### config.mk
export PLATFORM = sky130hd
export DESIGN_NAME = ir_serial_rx
export DESIGN_NICKNAME = d
export VERILOG_FILES = /design/src/rtl/ir_rx_pkg.sv /design/src/rtl/ir_rx_sync.sv /design/src/rtl/ir_rx_baud.sv /design/src/rtl/ir_rx_edge.sv /design/src/rtl/ir_rx_fsm.sv /design/src/rtl/ir_serial_rx.sv
export SDC_FILE = /design/constraint.sdc
export NUM_CORES = 1
export LEC_CHECK = 0
export BUFFER_PORTS_ARGS = -buffer_cell sky130_fd_sc_hd__buf_2
export CORE_AREA = 8 8 113 115
export DETAILED_ROUTE_END_ITERATION = 12
export DIE_AREA = 0 0 121 123
export GPL_ROUTABILITY_DRIVEN = 0
export GPL_TIMING_DRIVEN = 0
export PLACE_DENSITY = 0.44
export SYNTH_ARGS = -nofsm -noshare
export SYNTH_HDL_FRONTEND = slang
export SYNTH_SLANG_ARGS = --single-unit
### constraint.sdc
create_clock -name clk -period 2.5 [get_ports clk]
set_input_delay 0.5 -clock clk [delete_from_list [all_inputs] [get_ports clk]]
set_output_delay 0.5 -clock clk [all_outputs]
set_load 0.005 [all_outputs]
### src/rtl/ir_rx_pkg.sv
package ir_rx_pkg;

    // Ticks per bit and the positions of the three voting samples.
    localparam int OSR      = 16;
    localparam int RT_W     = $clog2(OSR) + 1;
    localparam int SAMPLE_A = 8;
    localparam int SAMPLE_B = 9;
    localparam int SAMPLE_C = 10;

    typedef enum logic [1:0] {
        ST_IDLE,
        ST_START,
        ST_DATA,
        ST_STOP
    } rx_state_e;

    function automatic logic vote3(input logic a, input logic b, input logic c);
        return (a & b) | (a & c) | (b & c);
    endfunction

endpackage

### src/rtl/ir_rx_sync.sv
module ir_rx_sync #(
    parameter int STAGES = 2
) (
    input  logic clk,
    input  logic rst_n,
    input  logic din,
    output logic dout,
    output logic fall
);
    logic [STAGES-1:0] chain;
    logic              last;

    always_ff @(posedge clk or negedge rst_n) begin
        if (!rst_n) begin
            chain <= '1;
            last  <= 1'b1;
        end else begin
            chain <= {chain[STAGES-2:0], din};
            last  <= chain[STAGES-1];
        end
    end

    assign dout = chain[STAGES-1];
    assign fall = last & ~chain[STAGES-1];

endmodule

### src/rtl/ir_rx_baud.sv
module ir_rx_baud #(
    parameter int DIV_W = 16
) (
    input  logic             clk,
    input  logic             rst_n,
    input  logic [DIV_W-1:0] div,
    output logic             tick
);
    logic [DIV_W-1:0] cnt;
    logic [DIV_W-1:0] lim;

    // A divisor of zero is treated like one.
    assign lim  = (div == '0) ? '0 : div - DIV_W'(1);
    assign tick = (cnt >= lim);

    always_ff @(posedge clk or negedge rst_n) begin
        if (!rst_n) begin
            cnt <= '0;
        end else if (tick) begin
            cnt <= '0;
        end else begin
            cnt <= cnt + DIV_W'(1);
        end
    end

endmodule

### src/rtl/ir_rx_edge.sv
module ir_rx_edge (
    input  logic clk,
    input  logic rst_n,
    input  logic fall,
    input  logic clr,
    output logic flag
);
    // A new edge wins over a clear in the same cycle.
    always_ff @(posedge clk or negedge rst_n) begin
        if (!rst_n) begin
            flag <= 1'b0;
        end else if (fall) begin
            flag <= 1'b1;
        end else if (clr) begin
            flag <= 1'b0;
        end
    end

endmodule

### src/rtl/ir_rx_fsm.sv
module ir_rx_fsm
    import ir_rx_pkg::*;
#(
    parameter int DATA_W = 8
) (
    input  logic              clk,
    input  logic              rst_n,
    input  logic              tick,
    input  logic              rx_s,
    input  logic              ir_mode,
    output logic [DATA_W-1:0] rx_data,
    output logic              rx_valid,
    output logic              noise_err,
    output logic              frame_err,
    output rx_state_e         state
);
    localparam int              BIT_W    = (DATA_W > 1) ? $clog2(DATA_W) : 1;
    localparam logic [BIT_W-1:0] LAST_BIT = BIT_W'(DATA_W - 1);
    localparam logic [RT_W-1:0]  RT_ONE   = RT_W'(1);
    localparam logic [RT_W-1:0]  RT_TOP   = RT_W'(OSR);
    localparam logic [RT_W-1:0]  RT_S_A   = RT_W'(SAMPLE_A);
    localparam logic [RT_W-1:0]  RT_S_B   = RT_W'(SAMPLE_B);
    localparam logic [RT_W-1:0]  RT_DEC   = RT_W'(SAMPLE_C);

    rx_state_e         state_q, state_d;
    logic [RT_W-1:0]   rt_q;      // index of the last tick taken in this bit
    logic [RT_W-1:0]   rt_cur;    // index of the tick being taken now
    logic [BIT_W-1:0]  bit_q;
    logic [DATA_W-1:0] shift_q;
    logic              samp_a_q, samp_b_q;
    logic              low_q;     // infrared window saw a low level
    logic              noise_q;
    logic              busy, at_dec, start_go, frame_end;
    logic              bit_val, disagree;

    assign busy      = (state_q != ST_IDLE);
    assign rt_cur    = (rt_q == RT_TOP) ? RT_ONE : rt_q + RT_ONE;
    assign at_dec    = tick && busy && (rt_cur == RT_DEC);
    assign start_go  = (state_q == ST_IDLE) && tick && !rx_s;
    assign frame_end = (state_q == ST_STOP) && at_dec;

    // Bit value at the decision tick; in infrared mode any low level in
    // the window (including the current cycle) means zero.
    assign bit_val  = ir_mode ? (!low_q && rx_s) : vote3(samp_a_q, samp_b_q, rx_s);
    assign disagree = !ir_mode && !((samp_a_q == samp_b_q) && (samp_b_q == rx_s));

    // Next-state logic
    always_comb begin
        state_d = state_q;
        unique case (state_q)
            ST_IDLE: begin
                if (start_go) state_d = ST_START;             // start_seen
            end
            ST_START: begin
                if (at_dec) begin
                    if (!ir_mode && bit_val) state_d = ST_IDLE; // false_start
                    else                     state_d = ST_DATA; // start_ok
                end
            end
            ST_DATA: begin
                if (at_dec && (bit_q == LAST_BIT)) state_d = ST_STOP; // last_bit
            end
            ST_STOP: begin
                if (at_dec) state_d = ST_IDLE;                // frame_done
            end
            default: state_d = ST_IDLE;
        endcase
    end

    // State register and bit-timing datapath
    always_ff @(posedge clk or negedge rst_n) begin
        if (!rst_n) begin
            state_q  <= ST_IDLE;
            rt_q     <= RT_ONE;
            bit_q    <= '0;
            shift_q  <= '0;
            samp_a_q <= 1'b1;
            samp_b_q <= 1'b1;
            low_q    <= 1'b0;
            noise_q  <= 1'b0;
        end else begin
            state_q <= state_d;

            if (start_go) begin
                rt_q <= RT_ONE;
            end else if (tick && busy) begin
                rt_q <= rt_cur;
            end

            if (tick && busy && (rt_cur == RT_S_A)) samp_a_q <= rx_s;
            if (tick && busy && (rt_cur == RT_S_B)) samp_b_q <= rx_s;

            if (!busy || at_dec) begin
                low_q <= 1'b0;
            end else if (!rx_s) begin
                low_q <= 1'b1;
            end

            if (start_go) begin
                noise_q <= 1'b0;
            end else if (at_dec) begin
                noise_q <= noise_q | disagree;
            end

            if (start_go) begin
                bit_q <= '0;
            end else if (at_dec && (state_q == ST_DATA)) begin
                shift_q <= {bit_val, shift_q[DATA_W-1:1]};
                bit_q   <= bit_q + BIT_W'(1);
            end
        end
    end

    // Output register
    always_ff @(posedge clk or negedge rst_n) begin
        if (!rst_n) begin
            rx_data   <= '0;
            rx_valid  <= 1'b0;
            noise_err <= 1'b0;
            frame_err <= 1'b0;
        end else begin
            rx_valid <= frame_end;
            if (frame_end) begin
                rx_data   <= shift_q;
                noise_err <= noise_q | disagree;
                frame_err <= !bit_val;
            end
        end
    end

    assign state = state_q;

endmodule

### src/rtl/ir_serial_rx.sv
module ir_serial_rx
    import ir_rx_pkg::*;
#(
    parameter int DATA_W      = 8,
    parameter int DIV_W       = 16,
    parameter int SYNC_STAGES = 2
) (
    input  logic              clk,
    input  logic              rst_n,
    input  logic [DIV_W-1:0]  baud_div,
    input  logic              ir_mode,
    input  logic              rxd_raw,
    input  logic              edge_clr,
    output logic [DATA_W-1:0] rx_data,
    output logic              rx_valid,
    output logic              noise_err,
    output logic              frame_err,
    output logic              edge_flag
);
    logic      rx_s;
    logic      fall_w;
    logic      tick_w;
    rx_state_e state_w;

    ir_rx_sync #(.STAGES(SYNC_STAGES)) u_sync (
        .clk  (clk),
        .rst_n(rst_n),
        .din  (rxd_raw),
        .dout (rx_s),
        .fall (fall_w)
    );

    ir_rx_baud #(.DIV_W(DIV_W)) u_baud (
        .clk  (clk),
        .rst_n(rst_n),
        .div  (baud_div),
        .tick (tick_w)
    );

    ir_rx_edge u_edge (
        .clk  (clk),
        .rst_n(rst_n),
        .fall (fall_w),
        .clr  (edge_clr),
        .flag (edge_flag)
    );

    ir_rx_fsm #(.DATA_W(DATA_W)) u_fsm (
        .clk      (clk),
        .rst_n    (rst_n),
        .tick     (tick_w),
        .rx_s     (rx_s),
        .ir_mode  (ir_mode),
        .rx_data  (rx_data),
        .rx_valid (rx_valid),
        .noise_err(noise_err),
        .frame_err(frame_err),
        .state    (state_w)
    );

endmodule

==> impl_results.md <==
- Status: complete, but fails checks
- Failing checks: negative setup slack
- Crit-path max FO: 10
- Grt peak-use layer: met2
- Max frequency: 278 MHz
- Root buffer cell: clkbuf_16
- Slew Limit Fails: 0
- Post-DR wirelength/cell: 14.1 um
- Leakage: 1.94 nW
- Sequential area share after synthesis: 41.9%
- Diode count: 0
- Share of cells above drive strength 1: 31.9%
- Most frequent cells in the layout: dfrtp_1, buf_2, nand2_1
- Ys Warns: 0
- Clock slew at the register clock pins of the worst setup and hold paths: 0.07 ns
- Top cell type by total area after synthesis: dfrtp_1
- Period minus WS final: 3.60 ns
- Period utilization: 144%
- Synth Cell Area: 3180 sq um
- Routing usage on met2: 17.6%
- Worst Hold Class: in -> reg
- Critical Path Start Type: primary input
- Switching Share: 28.8%
- EDFF count, synth: 0
- Reg power frac: 47.0%
- Post-Place Setup Slack: -1.72 ns
- Detailed Route WL: 7.26 mm
- Grt total ovfl: 0
- Synthesized Nets: 371
- Area Growth Syn to Fin: 27.3%
- Post-detail-place hpwl: 4.99 mm
- Vias in the first global route: 2597
- # rows: 39
- Clk sinks: 53
- Met3 Use GR: 2.05%
- Gate Count Post-Synth: 323
- ANT nets after route: 0
- Top Ports: 33
- PortBufs: 32
- FF+latch count, synth: 53
- Initial antenna violation count: 0
- Gr usage total: 10.2%
- Worst clock skew: 0.00441 ns
- Synth Flop Type: dfrtp_1
- Tightest Pin Transition: 1.20 ns
- Synth top area share: 36.9%
- Max_cap viols: 0
- Final hold viol count: 0
- Hold_ws: 0.303 ns
- Via density per instance: 4.79
- H-tree depth: 2
- Gate power share: 20.1%
- First-pass GRT wire length: 12.5 mm
- DR iter-0 viols: 65
- Starting Density: 28.7%
- Die ar.: 14900 sq um
- Final core occ: 36.6%
- CTS tree: built
- TritonCTS buffer count: 5
- Most common cell after layout, fill and taps aside: dfrtp_1
- P_int: 1.50 mW
- Netlist cell types: 52
- Worst Path Arrival: 3.78 ns
- Cell Pwr Density: 519 nW/um^2
- Syn avg cell area: 9.86 sq um
- Req. time, crit path: 2.68 ns
- Residual DRC count: 0
- DRT Pass-1 Iters: 4
- Clock Tree Buf Depth: 2
- Post-layout nets: 420
- Die height: 123 um
- Main area contributors after synthesis: dfrtp_1, ha_1, dfstp_2, xor2_1, mux2_4
- Setup TNS: -47.52 ns
- Worst skew pair latency: 0.29 ns
- Core Area: 11100 sq um
- Final-report setup violation count: 49
- Slew HR: 20.3%
- Global Route met1 Usage: 12.6%
- Maximum vdd drop: 0.000228 V
- DIE WIDTH: 121 um
- Final worst slack: -1.10 ns
- Asr flop ratio synth: 100%
- CP endpoint kind: flip-flop
- Switch Pwr: 0.605 mW
- Vias: 2470
- RSZ-0062 raised after global routing: true
- Clock power frac: 32.8%
- Largest net degree at the start of global routing: 54
- # hold bufs at CTS: 0
- CP Class: in -> reg
per-layer routing:
metal | wire, um | vias up
met5 | 0 | -
met4 | 79 | 0
met3 | 307 | 6
met2 | 3520 | 39
met1 | 3350 | 1188
li1 | - | 1237
synthesized netlist by cell type, types with 2 or more instances:
library cell and n:
xor2_1 17, mux2_4 9, nand2b_1 4, a21o_1 2, a21oi_1 12, inv_1 17, nand2_1 32, mux2_2 11
o221ai_1 3, buf_2 3, a211o_1 2, dfrtp_1 47, nor3_1 10, xnor2_1 8, buf_6 2, and3_1 6
nor2_1 36, nand3_1 16, and2_1 2, o21ai_0 7, dfstp_2 6, mux2i_1 2, nand4_1 5, nor4_1 4
ha_1 27, a31oi_1 2, o2bb2ai_1 2, clkbuf_1 5
worst paths after layout:
check / endpoint / slack (ns) / start / cells past startpoint
worst max-delay path: u_fsm.frame_err / -1.10 / baud_div[7] / 15
worst min register to register: u_sync.chain[1] / 0.36 / u_sync.chain[0] / 0
worst max register to register: u_fsm.frame_err / -0.12 / u_baud.cnt[0] / 9
max in group asynchronous: u_baud.cnt[5] / 1.32 / rst_n / 1
min in group asynchronous: u_fsm.rx_data[5] / 0.46 / rst_n / 1
worst min-delay path: u_sync.chain[0] / 0.30 / rxd_raw / 1
state kept, by name, indices dropped and copies added (netlist names), named ones only:
signal,cells
u_baud.cnt,16
u_fsm.samp_a_q,1
u_fsm.noise_q,1
u_sync.last,1
u_fsm.bit_q,3
u_fsm.rx_data,8
u_fsm.state,1
u_fsm.shift_q,8
u_edge.flag,1
u_fsm.noise_err,1
u_fsm.rx_valid,1
u_fsm.samp_b_q,1
u_fsm.rt_q,5
u_fsm.low_q,1
u_sync.chain,2
u_fsm.frame_err,1
stage by stage:
| step | cells | power, mW | instance area, sq um |
|---|---|---|---|
| 5_1_grt | 516 | 2.22 | 4050 |
| 6_report | 516 | 2.10 | 4050 |
| 3_3_place_gp | 498 | 1.32 | 3570 |
| 3_5_place_dp | 498 | 1.33 | 3570 |
| 4_1_cts | 514 | 2.06 | 3950 |
| 2_1_floorplan | 323 | 1.21 | 3230 |
layout make-up:
| class | count | area [sq um] |
|---|---|---|
| tap | 143 | 179 |
| clock inverter | 2 | 13.8 |
| buffer | 11 | 106 |
| sequential | 53 | 1330 |
| multi-input combinational | 242 | 1950 |
| clock buffer | 6 | 129 |
| timing repair buffer | 42 | 283 |
| inverter | 17 | 63.8 |
| fill | 1135 | 7020 |
power groups by stage:
stage | Combinational [mW] | Sequential [mW] | Clock [mW]
after detailed placement | 0.325 | 1.00 | 0
after CTS | 0.363 | 0.988 | 0.713
final | 0.423 | 0.989 | 0.690
after floorplan | 0.231 | 0.984 | 0
after global routing | 0.479 | 1.00 | 0.743
after global placement | 0.318 | 1.01 | 0
kinds of logic (layout without fill, tap and decap cells):
kind of cell | Yosys count | count (layout) | share of synthesized area [%]
xor+xnor | 25 | 25 | 6.88
buf+inv | 28 | 78 | 3.89
fa+ha+maj | 27 | 27 | 10.6
flops | 53 | 53 | 41.9
compound gates | 43 | 43 | 9.31
simple gates | 125 | 125 | 18.7
mux | 22 | 22 | 8.76
worst max-delay path, cell delays in order:
cell      delay [ns]
buf_8           0.09
or4_4           0.54
nor4_4          0.17
nand2b_1        0.17
or3_4           0.41
nor3_2          0.14
a21oi_2         0.06
ha_1            0.29
nand4_1         0.10
nor2_1          0.07
a211o_1         0.28
a211o_1         0.29
and4_4          0.22
buf_12          0.15
mux2_4          0.30
repair_timing:
action,4_1_cts,5_1_grt
resized for setup,48,23
setup endpoints to repair,49,49
gates cloned,2,0
pin swaps,7,5
buffers inserted,6,3
Note: power is estimated with default switching activity, not from simulation.
